$ cat config.mk
export PLATFORM = sky130hd
export DESIGN_NAME = prog_seq
export DESIGN_NICKNAME = d
export VERILOG_FILES = /design/src/rtl/prog_seq_pkg.sv /design/src/rtl/pc_op_sel.sv /design/src/rtl/pc_next_calc.sv /design/src/rtl/ret_stack.sv /design/src/rtl/prog_seq.sv
export SDC_FILE = /design/constraint.sdc
export NUM_CORES = 1
export LEC_CHECK = 0
export CORE_MARGIN = 2
export CORE_UTILIZATION = 61
export DETAILED_ROUTE_END_ITERATION = 8
export PLACE_DENSITY = 0.95
export RECOVER_POWER = 50
export SYNTH_ARGS = -nofsm -noshare
export SYNTH_HDL_FRONTEND = slang
export SYNTH_SLANG_ARGS = --single-unit
$ cat constraint.sdc
create_clock -name clk -period 4 [get_ports clk]
set_input_delay 0.8 -clock clk [delete_from_list [all_inputs] [get_ports clk]]
set_output_delay 0.8 -clock clk [all_outputs]
set_load 0.02 [all_outputs]
$ cat src/rtl/prog_seq_pkg.sv
package prog_seq_pkg;
  typedef enum logic [2:0] {
    OP_HOLD = 3'd0,
    OP_INC  = 3'd1,
    OP_JMP  = 3'd2,
    OP_CALL = 3'd3,
    OP_RET  = 3'd4,
    OP_IRQ  = 3'd5,
    OP_ADD  = 3'd6,
    OP_MOV  = 3'd7
  } pc_op_e;
endpackage

$ cat src/rtl/pc_op_sel.sv
module pc_op_sel
  import prog_seq_pkg::*;
(
  input  logic   inc_i,
  input  logic   jmp_i,
  input  logic   call_i,
  input  logic   ret_i,
  input  logic   irq_i,
  input  logic   add_acc_i,
  input  logic   mov_acc_i,
  output pc_op_e op_o,
  output logic   stall_o
);
  always_comb begin
    if (irq_i)          op_o = OP_IRQ;
    else if (ret_i)     op_o = OP_RET;
    else if (call_i)    op_o = OP_CALL;
    else if (jmp_i)     op_o = OP_JMP;
    else if (add_acc_i) op_o = OP_ADD;
    else if (mov_acc_i) op_o = OP_MOV;
    else if (inc_i)     op_o = OP_INC;
    else                op_o = OP_HOLD;
  end

  assign stall_o = !(op_o inside {OP_HOLD, OP_INC});
endmodule

$ cat src/rtl/pc_next_calc.sv
module pc_next_calc
  import prog_seq_pkg::*;
#(
  parameter int unsigned PC_W    = 10,
  parameter int unsigned ACC_W   = 8,
  parameter int unsigned IRQ_VEC = 8
) (
  input  pc_op_e            op_i,
  input  logic [PC_W-1:0]   pc_i,
  input  logic [PC_W-1:0]   imm_i,
  input  logic [ACC_W-1:0]  acc_i,
  input  logic [PC_W-1:0]   top_i,
  output logic [PC_W-1:0]   pc_nxt_o,
  output logic              push_o,
  output logic              pop_o,
  output logic [PC_W-1:0]   push_val_o
);
  localparam int unsigned HI_W = PC_W - ACC_W;

  logic [ACC_W-1:0] low_sum;

  assign low_sum = pc_i[ACC_W-1:0] + acc_i;

  always_comb begin
    pc_nxt_o   = pc_i;
    push_o     = 1'b0;
    pop_o      = 1'b0;
    push_val_o = pc_i + PC_W'(1);
    unique case (op_i)
      OP_INC:  pc_nxt_o = pc_i + PC_W'(1);
      OP_JMP:  pc_nxt_o = imm_i;
      OP_CALL: begin
        pc_nxt_o = imm_i;
        push_o   = 1'b1;
      end
      OP_RET: begin
        pc_nxt_o = top_i;
        pop_o    = 1'b1;
      end
      OP_IRQ: begin
        pc_nxt_o   = PC_W'(IRQ_VEC);
        push_o     = 1'b1;
        push_val_o = pc_i;
      end
      OP_ADD:  pc_nxt_o = {{HI_W{1'b0}}, low_sum};
      OP_MOV:  pc_nxt_o = {{HI_W{1'b0}}, acc_i};
      default: pc_nxt_o = pc_i;
    endcase
  end
endmodule

$ cat src/rtl/ret_stack.sv
module ret_stack #(
  parameter int unsigned WIDTH = 10,
  parameter int unsigned DEPTH = 5
) (
  input  logic             clk,
  input  logic             rst_n,
  input  logic             en_i,
  input  logic             push_i,
  input  logic             pop_i,
  input  logic [WIDTH-1:0] push_data_i,
  output logic [WIDTH-1:0] top_o
);
  localparam int unsigned PTR_W = (DEPTH > 1) ? $clog2(DEPTH) : 1;
  localparam logic [PTR_W-1:0] LAST = PTR_W'(DEPTH - 1);

  logic [PTR_W-1:0] ptr_q, ptr_d, ptr_inc, ptr_dec;
  logic [WIDTH-1:0] ent_q [DEPTH];

  assign ptr_inc = (ptr_q == LAST) ? '0 : ptr_q + PTR_W'(1);
  assign ptr_dec = (ptr_q == '0) ? LAST : ptr_q - PTR_W'(1);
  assign top_o   = ent_q[ptr_dec];

  always_comb begin
    ptr_d = ptr_q;
    if (en_i && push_i)     ptr_d = ptr_inc;
    else if (en_i && pop_i) ptr_d = ptr_dec;
  end

  always_ff @(posedge clk or negedge rst_n) begin
    if (!rst_n) ptr_q <= '0;
    else        ptr_q <= ptr_d;
  end

  for (genvar g = 0; g < DEPTH; g++) begin : g_ent
    always_ff @(posedge clk or negedge rst_n) begin
      if (!rst_n)
        ent_q[g] <= '0;
      else if (en_i && push_i && (ptr_q == PTR_W'(g)))
        ent_q[g] <= push_data_i;
    end
  end


  ptr_range_chk: assert property (@(posedge clk) disable iff (!rst_n)
    ptr_q <= LAST);


  push_top_chk: assert property (@(posedge clk) disable iff (!rst_n)
    (en_i && push_i) |=> (top_o == $past(push_data_i)));


  idle_ptr_chk: assert property (@(posedge clk) disable iff (!rst_n)
    !en_i |=> $stable(ptr_q));
endmodule

$ cat src/rtl/prog_seq.sv
module prog_seq
  import prog_seq_pkg::*;
#(
  parameter int unsigned PC_W      = 10,
  parameter int unsigned ACC_W     = 8,
  parameter int unsigned STK_DEPTH = 5,
  parameter int unsigned RST_VEC   = 0,
  parameter int unsigned IRQ_VEC   = 8
) (
  input  logic              clk,
  input  logic              rst_n,
  input  logic              cyc_en,
  input  logic              inc_i,
  input  logic              jmp_i,
  input  logic              call_i,
  input  logic              ret_i,
  input  logic              irq_i,
  input  logic              add_acc_i,
  input  logic              mov_acc_i,
  input  logic [PC_W-1:0]   imm_i,
  input  logic [ACC_W-1:0]  acc_i,
  output logic [PC_W-1:0]   pc_o,
  output logic              stall_o
);
  logic [1:0]       rst_sync_q;
  logic             rst_int_n;
  pc_op_e           op;
  logic [PC_W-1:0]  pc_q, pc_d, pc_nxt, top, push_val;
  logic             push, pop;

  always_ff @(posedge clk or negedge rst_n) begin
    if (!rst_n) rst_sync_q <= 2'b00;
    else        rst_sync_q <= {rst_sync_q[0], 1'b1};
  end
  assign rst_int_n = rst_sync_q[1];

  pc_op_sel u_sel (
    .inc_i(inc_i), .jmp_i(jmp_i), .call_i(call_i), .ret_i(ret_i),
    .irq_i(irq_i), .add_acc_i(add_acc_i), .mov_acc_i(mov_acc_i),
    .op_o(op), .stall_o(stall_o)
  );

  pc_next_calc #(.PC_W(PC_W), .ACC_W(ACC_W), .IRQ_VEC(IRQ_VEC)) u_calc (
    .op_i(op), .pc_i(pc_q), .imm_i(imm_i), .acc_i(acc_i), .top_i(top),
    .pc_nxt_o(pc_nxt), .push_o(push), .pop_o(pop), .push_val_o(push_val)
  );

  ret_stack #(.WIDTH(PC_W), .DEPTH(STK_DEPTH)) u_stk (
    .clk(clk), .rst_n(rst_int_n), .en_i(cyc_en), .push_i(push),
    .pop_i(pop), .push_data_i(push_val), .top_o(top)
  );

  always_comb begin
    pc_d = pc_q;
    if (cyc_en) pc_d = pc_nxt;
  end

  always_ff @(posedge clk or negedge rst_int_n) begin
    if (!rst_int_n) pc_q <= PC_W'(RST_VEC);
    else            pc_q <= pc_d;
  end

  assign pc_o = pc_q;


  hold_pc_chk: assert property (@(posedge clk) disable iff (!rst_int_n)
    !cyc_en |=> $stable(pc_o));


  irq_vec_chk: assert property (@(posedge clk) disable iff (!rst_int_n)
    (cyc_en && irq_i) |=> (pc_o == PC_W'(IRQ_VEC)));


  jmp_load_chk: assert property (@(posedge clk) disable iff (!rst_int_n)
    (cyc_en && jmp_i && !irq_i && !ret_i && !call_i) |=> (pc_o == $past(imm_i)));


  add_clr_chk: assert property (@(posedge clk) disable iff (!rst_int_n)
    (cyc_en && add_acc_i && !irq_i && !ret_i && !call_i && !jmp_i)
      |=> (pc_o[PC_W-1:ACC_W] == '0));


  inc_step_chk: assert property (@(posedge clk) disable iff (!rst_int_n)
    (cyc_en && inc_i && !stall_o) |=> (pc_o == $past(pc_o) + PC_W'(1)));
endmodule

==> flow_summary.ini, run 1 <==
[finish]
layout.nets = 470
stdcell_count = 506
area_delta_synth_final_pct = 16.67
drive_gt1_share_pct = 10.44
diodes = 0

[detailed_routing]
firstDrtPassIters = 5
num_vias = 3275
avgRoutedWirePerCell_um = 18.70
routed_via_density = 6.472
ant_nets = 0
drt_iter0_markers = 269
drt-total-wl_um = 9460
drc_errors = 0

[clock_tree]
cts.sinks = 65
cts_setup_buffers = 0
htree_levels = 3
cts.path.max_buffers = 2
cts_buffers = 9
insertion_delay_ns = 0.35
cts-root-buf = clkbuf_8
cts_resized = 0
clkTransAtPathRegs_ns = 0.08
tritoncts = yes
postCtsHoldBufs = 0

[setup_path]
cp.arrival_ns = 2.83
worstReg2RegEnd = pc_o[9]$_DFFE_PN0P_
critical_path_required_ns = 3.20
crit_fanout = 7
end_kind = output port
rr_startpoint = u_stk.ptr_q[0]$_DFFE_PN0P_
critPathLaunchType = input pin
reg2reg_depth = 9
crit_type = input pin to output port
r2r_slack_ns = 1.09

[timing]
drv_slew = 64
fin_crit_ns = 3.635
fin_tns_setup_ns = 0
whs_ns = 0.3607
fin_ws_ns = 0.3651
maxSlewHeadroom_pct = -3.368
hold_viol_final = 0
skew_ns = 0.01295
worst_pin_slew_ns = 1.551
rsz0062_at_grt = false
min_period_over_period_pct = 90.87
fmax_ghz = 0.2751
finalSetupViolations = 0

[grt]
grt_max_degree = 64
gr-total-overflow = 0
antenna_found_initial = 0
grt_pass1_vias = 3130
grt_pass1_wl_um = 15050
grt_usage_pct = 30.26

[floorplanning]
die_h_um = 82.29
io_pins = 39
rows = 28
core_um2 = 5921
initial_core_util_pct = 63.14
dieWidth_um = 82.29
dieArea_um2 = 6771

[placed_design]
place_ws_ns = 0.4789
gp_congestion = 0.9593
port_buffers = 38
place_inst = 490
post-dp-hpwl_um = 6800

[synthesis]
synth_nets = 435
async_flop_share_pct = 100.0
syn_inst = 391
ys_types = 58
yosysWarnings = 0
netlist_area_um2 = 3739
seq_area_frac_synth_pct = 43.51
synthFlopType = dfrtp_1
syn_avg_cell_area_um2 = 9.562
ys_seq_elements = 65
synth-edff-count = 0

[flow_run]
drv_cap = 1

[power]
p_int_mw = 1.700
peakVddDrop_mv = 0.3996
clock_power_share_pct = 19.9
p_leak_nw = 1.864
p_seq_share_pct = 40.7
p_comb_share_pct = 39.3
sw_frac_of_total_pct = 38.16
powerDensity_nw_per_um2 = 630.1
switching_power_mw = 1.049

[min_path]
holdPathEnd = rst_sync_q[1]$_DFF_PN0_
worstHoldStart = rst_sync_q[0]$_DFF_PN0_
min_path_cells = 0
hp-class = flop to flop

[run_status]
outcome = finished, violations left
failed_checks = max-capacitance violations, max-slew violations
==> cells in the final DEF, fill, tap and decap left out, drive strengths merged, types with 6 or more instances in the layout <==
| master | n |
|---|---|
| a22oi | 7 |
| inv | 9 |
| a21oi | 18 |
| nor2 | 16 |
| clkbuf | 10 |
| o22ai | 6 |
| ha | 15 |
| clkdlybuf4s50 | 35 |
| o21ai | 59 |
| nand2 | 72 |
| dfrtp | 65 |
| mux4 | 10 |
| xnor2 | 9 |
| buf | 6 |
==> metal layers <==
| metal | global-route usage, % | routed length, um |
|---|---|---|
| met5 | 0 | 0 |
| met4 | 10.83 | 234 |
| met3 | 6.848 | 787 |
| met2 | 49.68 | 4545 |
| met1 | 39.51 | 3893 |
==> sequential cells by signal (all words and copies together) (netlist names) <==
register / count
pc_o: 10
u_stk.ptr_q: 3
u_stk.ent_q: 50
rst_sync_q: 2
==> critical path, cell delays in order <==
cell and delay [ns]:
dlygate4sd3_1 0.65, or4_4 0.63, nor2_2 0.17, inv_2 0.06
clkdlybuf4s50_1 0.53
==> per-stage QoR <==
stage	power, mW	util (%)	cell area [um^2]
floorplan	1.840	-	3739
CTS	2.739	73.71	4364
detailed placement	2.187	70.44	4170
global placement	2.111	70.44	4170
finish	2.749	73.67	4362
global route	2.928	73.67	4362
==> power by group through the flow <==
stage          Clock (mW)  Combinational [mW]  Sequential, mW
2_1_floorplan           0               0.747            1.09
3_3_place_gp            0                1.01            1.10
3_5_place_dp            0                1.06            1.12
4_1_cts             0.555                1.07            1.11
5_1_grt             0.587                1.19            1.15
6_report            0.548                1.08            1.12
==> Yosys cell counts, drive strengths merged (4+ instances only) <==
library cell | instances | area share (%)
mux2i | 5 | 1.3
and3 | 5 | 0.84
nor2b | 4 | 0.67
a21boi | 4 | 0.80
a22oi | 7 | 1.4
a31oi | 4 | 0.67
o22ai | 6 | 1.0
ha | 15 | 5.0
clkbuf | 17 | 1.7
nand2 | 72 | 7.2
nand3 | 5 | 0.80
nor3 | 4 | 0.54
buf | 4 | 0.87
xnor2 | 9 | 2.1
o21ai | 59 | 8.0
a21oi | 18 | 2.4
dfrtp | 65 | 44
nor2 | 16 | 1.7
mux4 | 10 | 6.0
inv | 8 | 0.80
==> worst max-delay path by stage <==
stage	from	end
6_report	ret_i	stall_o
5_1_grt	ret_i	stall_o
4_1_cts	ret_i	stall_o
3_5_place_dp	ret_i	stall_o
3_3_place_gp	ret_i	stall_o
2_1_floorplan	irq_i	stall_o
==> cell type report <==
cell class,count,area [um^2]
Tap cell,75,93.84
Sequential cell,65,1628
Inverter,8,30.03
Clock buffer,9,123.9
Timing Repair Buffer,45,430.4
Multi-Input combinational cell,297,1986
Fill cell,407,1559
Clock inverter,7,70.07
==> cell families (layout without fill, tap and decap cells) <==
kind of cell	Yosys count	count (layout)	synth area share, %
flip-flops	65	65	43.51
AO/OA/AOI/OAI	124	124	20.32
AND/OR/NAND/NOR	128	128	16.67
adder cells (fa/ha/maj)	16	16	5.556
XOR/XNOR	12	12	2.811
buffers and inverters	29	69	3.380
other	1	1	0.1003
multiplexers	16	16	7.664
(Power assumes the default switching activity.)
==> inputs of run 2 (changes only) <==
Settings changed: CORE_UTILIZATION 61 to 57, CTS_CLUSTER_DIAMETER set to 150, PLACE_DENSITY 0.95 to 0.9.
Clock period 4 ns to 3.89 ns, I/O delays scaled along.
==> flow_summary.ini, run 2 (synthesis gave the netlist of run 1 again) <==
[run_status]
outcome = finished, violations left
failed_checks = max-capacitance violations, max-slew violations

[grt]
grt_pass1_vias = 3188
antenna_found_initial = 0
grt_usage_pct = 27.54
gr-total-overflow = 0
grt_pass1_wl_um = 15350
grt_max_degree = 42

[finish]
layout.nets = 470
area_delta_synth_final_pct = 16.10
largest_register = u_stk.ent_q
nFillCells = 477
seq_area_um2 = 1627
diodes = 0
multi_input_area_um2 = 1986
layout_commonest_cell = nand2_1
drive_gt1_share_pct = 9.535
stdcell_count = 507
largest_register_ffs = 50
final_cell_mix = nand2_1, dfrtp_1, o21ai_0, clkdlybuf4s50_1, a21oi_1

[setup_path]
path_buf_inv = 3
max_stage_delay_ns = 0.64
critPathSlowestCell = dlygate4sd3_1
crit_chain = dlygate4sd3_1 -> or4_4 -> nor2_2 -> inv_2 -> clkdlybuf4s50_1
end_kind = output port
cp.arrival_ns = 2.82
crit_fanout = 7
critPathLaunchType = input pin
crit_type = input pin to output port
crit_family = buffers and inverters
critical_path_required_ns = 3.11

[detailed_routing]
highest_layer = met4
routed_via_density = 6.501
num_vias = 3296
drt_iter0_markers = 347
avgRoutedWirePerCell_um = 18.46
drt-total-wl_um = 9359
firstDrtPassIters = 7
met3_length_um = 690
met2RoutedLength_um = 4461
ant_nets = 0
drc_errors = 0
wl_met1_um = 3892

[clock_tree]
cts_buffers = 9
cts-root-buf = clkbuf_8
insertion_delay_ns = 0.35
postCtsHoldBufs = 0
cts_resized = 0
clkTransAtPathRegs_ns = 0.07
cts_setup_buffers = 0
cts.sinks = 65
htree_levels = 3
tritoncts = yes
cts.path.max_buffers = 2

[power]
p_leak_nw = 1.854
peakVddDrop_mv = 0.3183
powerDensity_nw_per_um2 = 639.1

[floorplanning]
die_h_um = 84.99
io_pins = 39
core_um2 = 6350
dieArea_um2 = 7222
dieWidth_um = 84.99
initial_core_util_pct = 58.88
rows = 29

[timing]
rsz0062_at_grt = false
skew_ns = 0.01242
fin_crit_ns = 3.593
hold_viol_final = 0
finalSetupViolations = 0
fin_tns_setup_ns = 0
min_period_over_period_pct = 92.38
fmax_ghz = 0.2783
drv_slew = 42
maxSlewHeadroom_pct = -12.98
fin_ws_ns = 0.2965
whs_ns = 0.3519
worst_pin_slew_ns = 1.695

[placed_design]
post-dp-hpwl_um = 6700
place_ws_ns = 0.4022
gp_congestion = 0.9181
place_inst = 492
port_buffers = 38

[flow_run]
drv_cap = 1

[min_path]
hp-class = flop to flop
run 2: area by class of cell:
| cell class | instances | area share, % |
|---|---|---|
| Multi-Input combinational cell | 297 | 45.75 |
| Sequential cell | 65 | 37.47 |
| Timing Repair Buffer | 45 | 9.888 |
| Clock buffer | 12 | 3.575 |
| Tap cell | 77 | 2.220 |
| Inverter | 8 | 0.6918 |
| Clock inverter | 3 | 0.4036 |
run 2: final timing paths:
check                                              end  slack, ns  depth (start not counted)                       start
setup / recovery                               stall_o       0.30                          5                       ret_i
hold / removal                 rst_sync_q[1]$_DFF_PN0_       0.35                          0     rst_sync_q[0]$_DFF_PN0_
setup reg to reg                   pc_o[9]$_DFFE_PN0P_       1.26                          9  u_stk.ptr_q[0]$_DFFE_PN0P_
hold reg to reg                rst_sync_q[1]$_DFF_PN0_       0.35                          0     rst_sync_q[0]$_DFF_PN0_
max in group asynchronous  u_stk.ent_q[11]$_DFFE_PN0P_       1.32                          1     rst_sync_q[1]$_DFF_PN0_
min in group asynchronous      rst_sync_q[0]$_DFF_PN0_       0.66                          1                       rst_n
run 2: through the flow:
stage               util, %  instance area [um^2]  total power [mW]
global route          68.35                  4340             2.955
finish                68.35                  4340             2.774
floorplan                 -                  3739             1.892
global placement      65.71                  4173             2.182
detailed placement    65.71                  4173             2.246
CTS                   68.43                  4345             2.763
run 2: power breakdown:
part | switching (mW) | internal (mW)
Clock | 0.249 | 0.260
Sequential | 0.205 | 0.947
Combinational | 0.603 | 0.509
run 2: layer usage:
metal / vias up / GRT usage [%]
li1: 1491 / -
met4: 0 / 16.45
met1: 1609 / 35.58
met2: 159 / 43.39
met3: 37 / 5.058
met5: - / 0
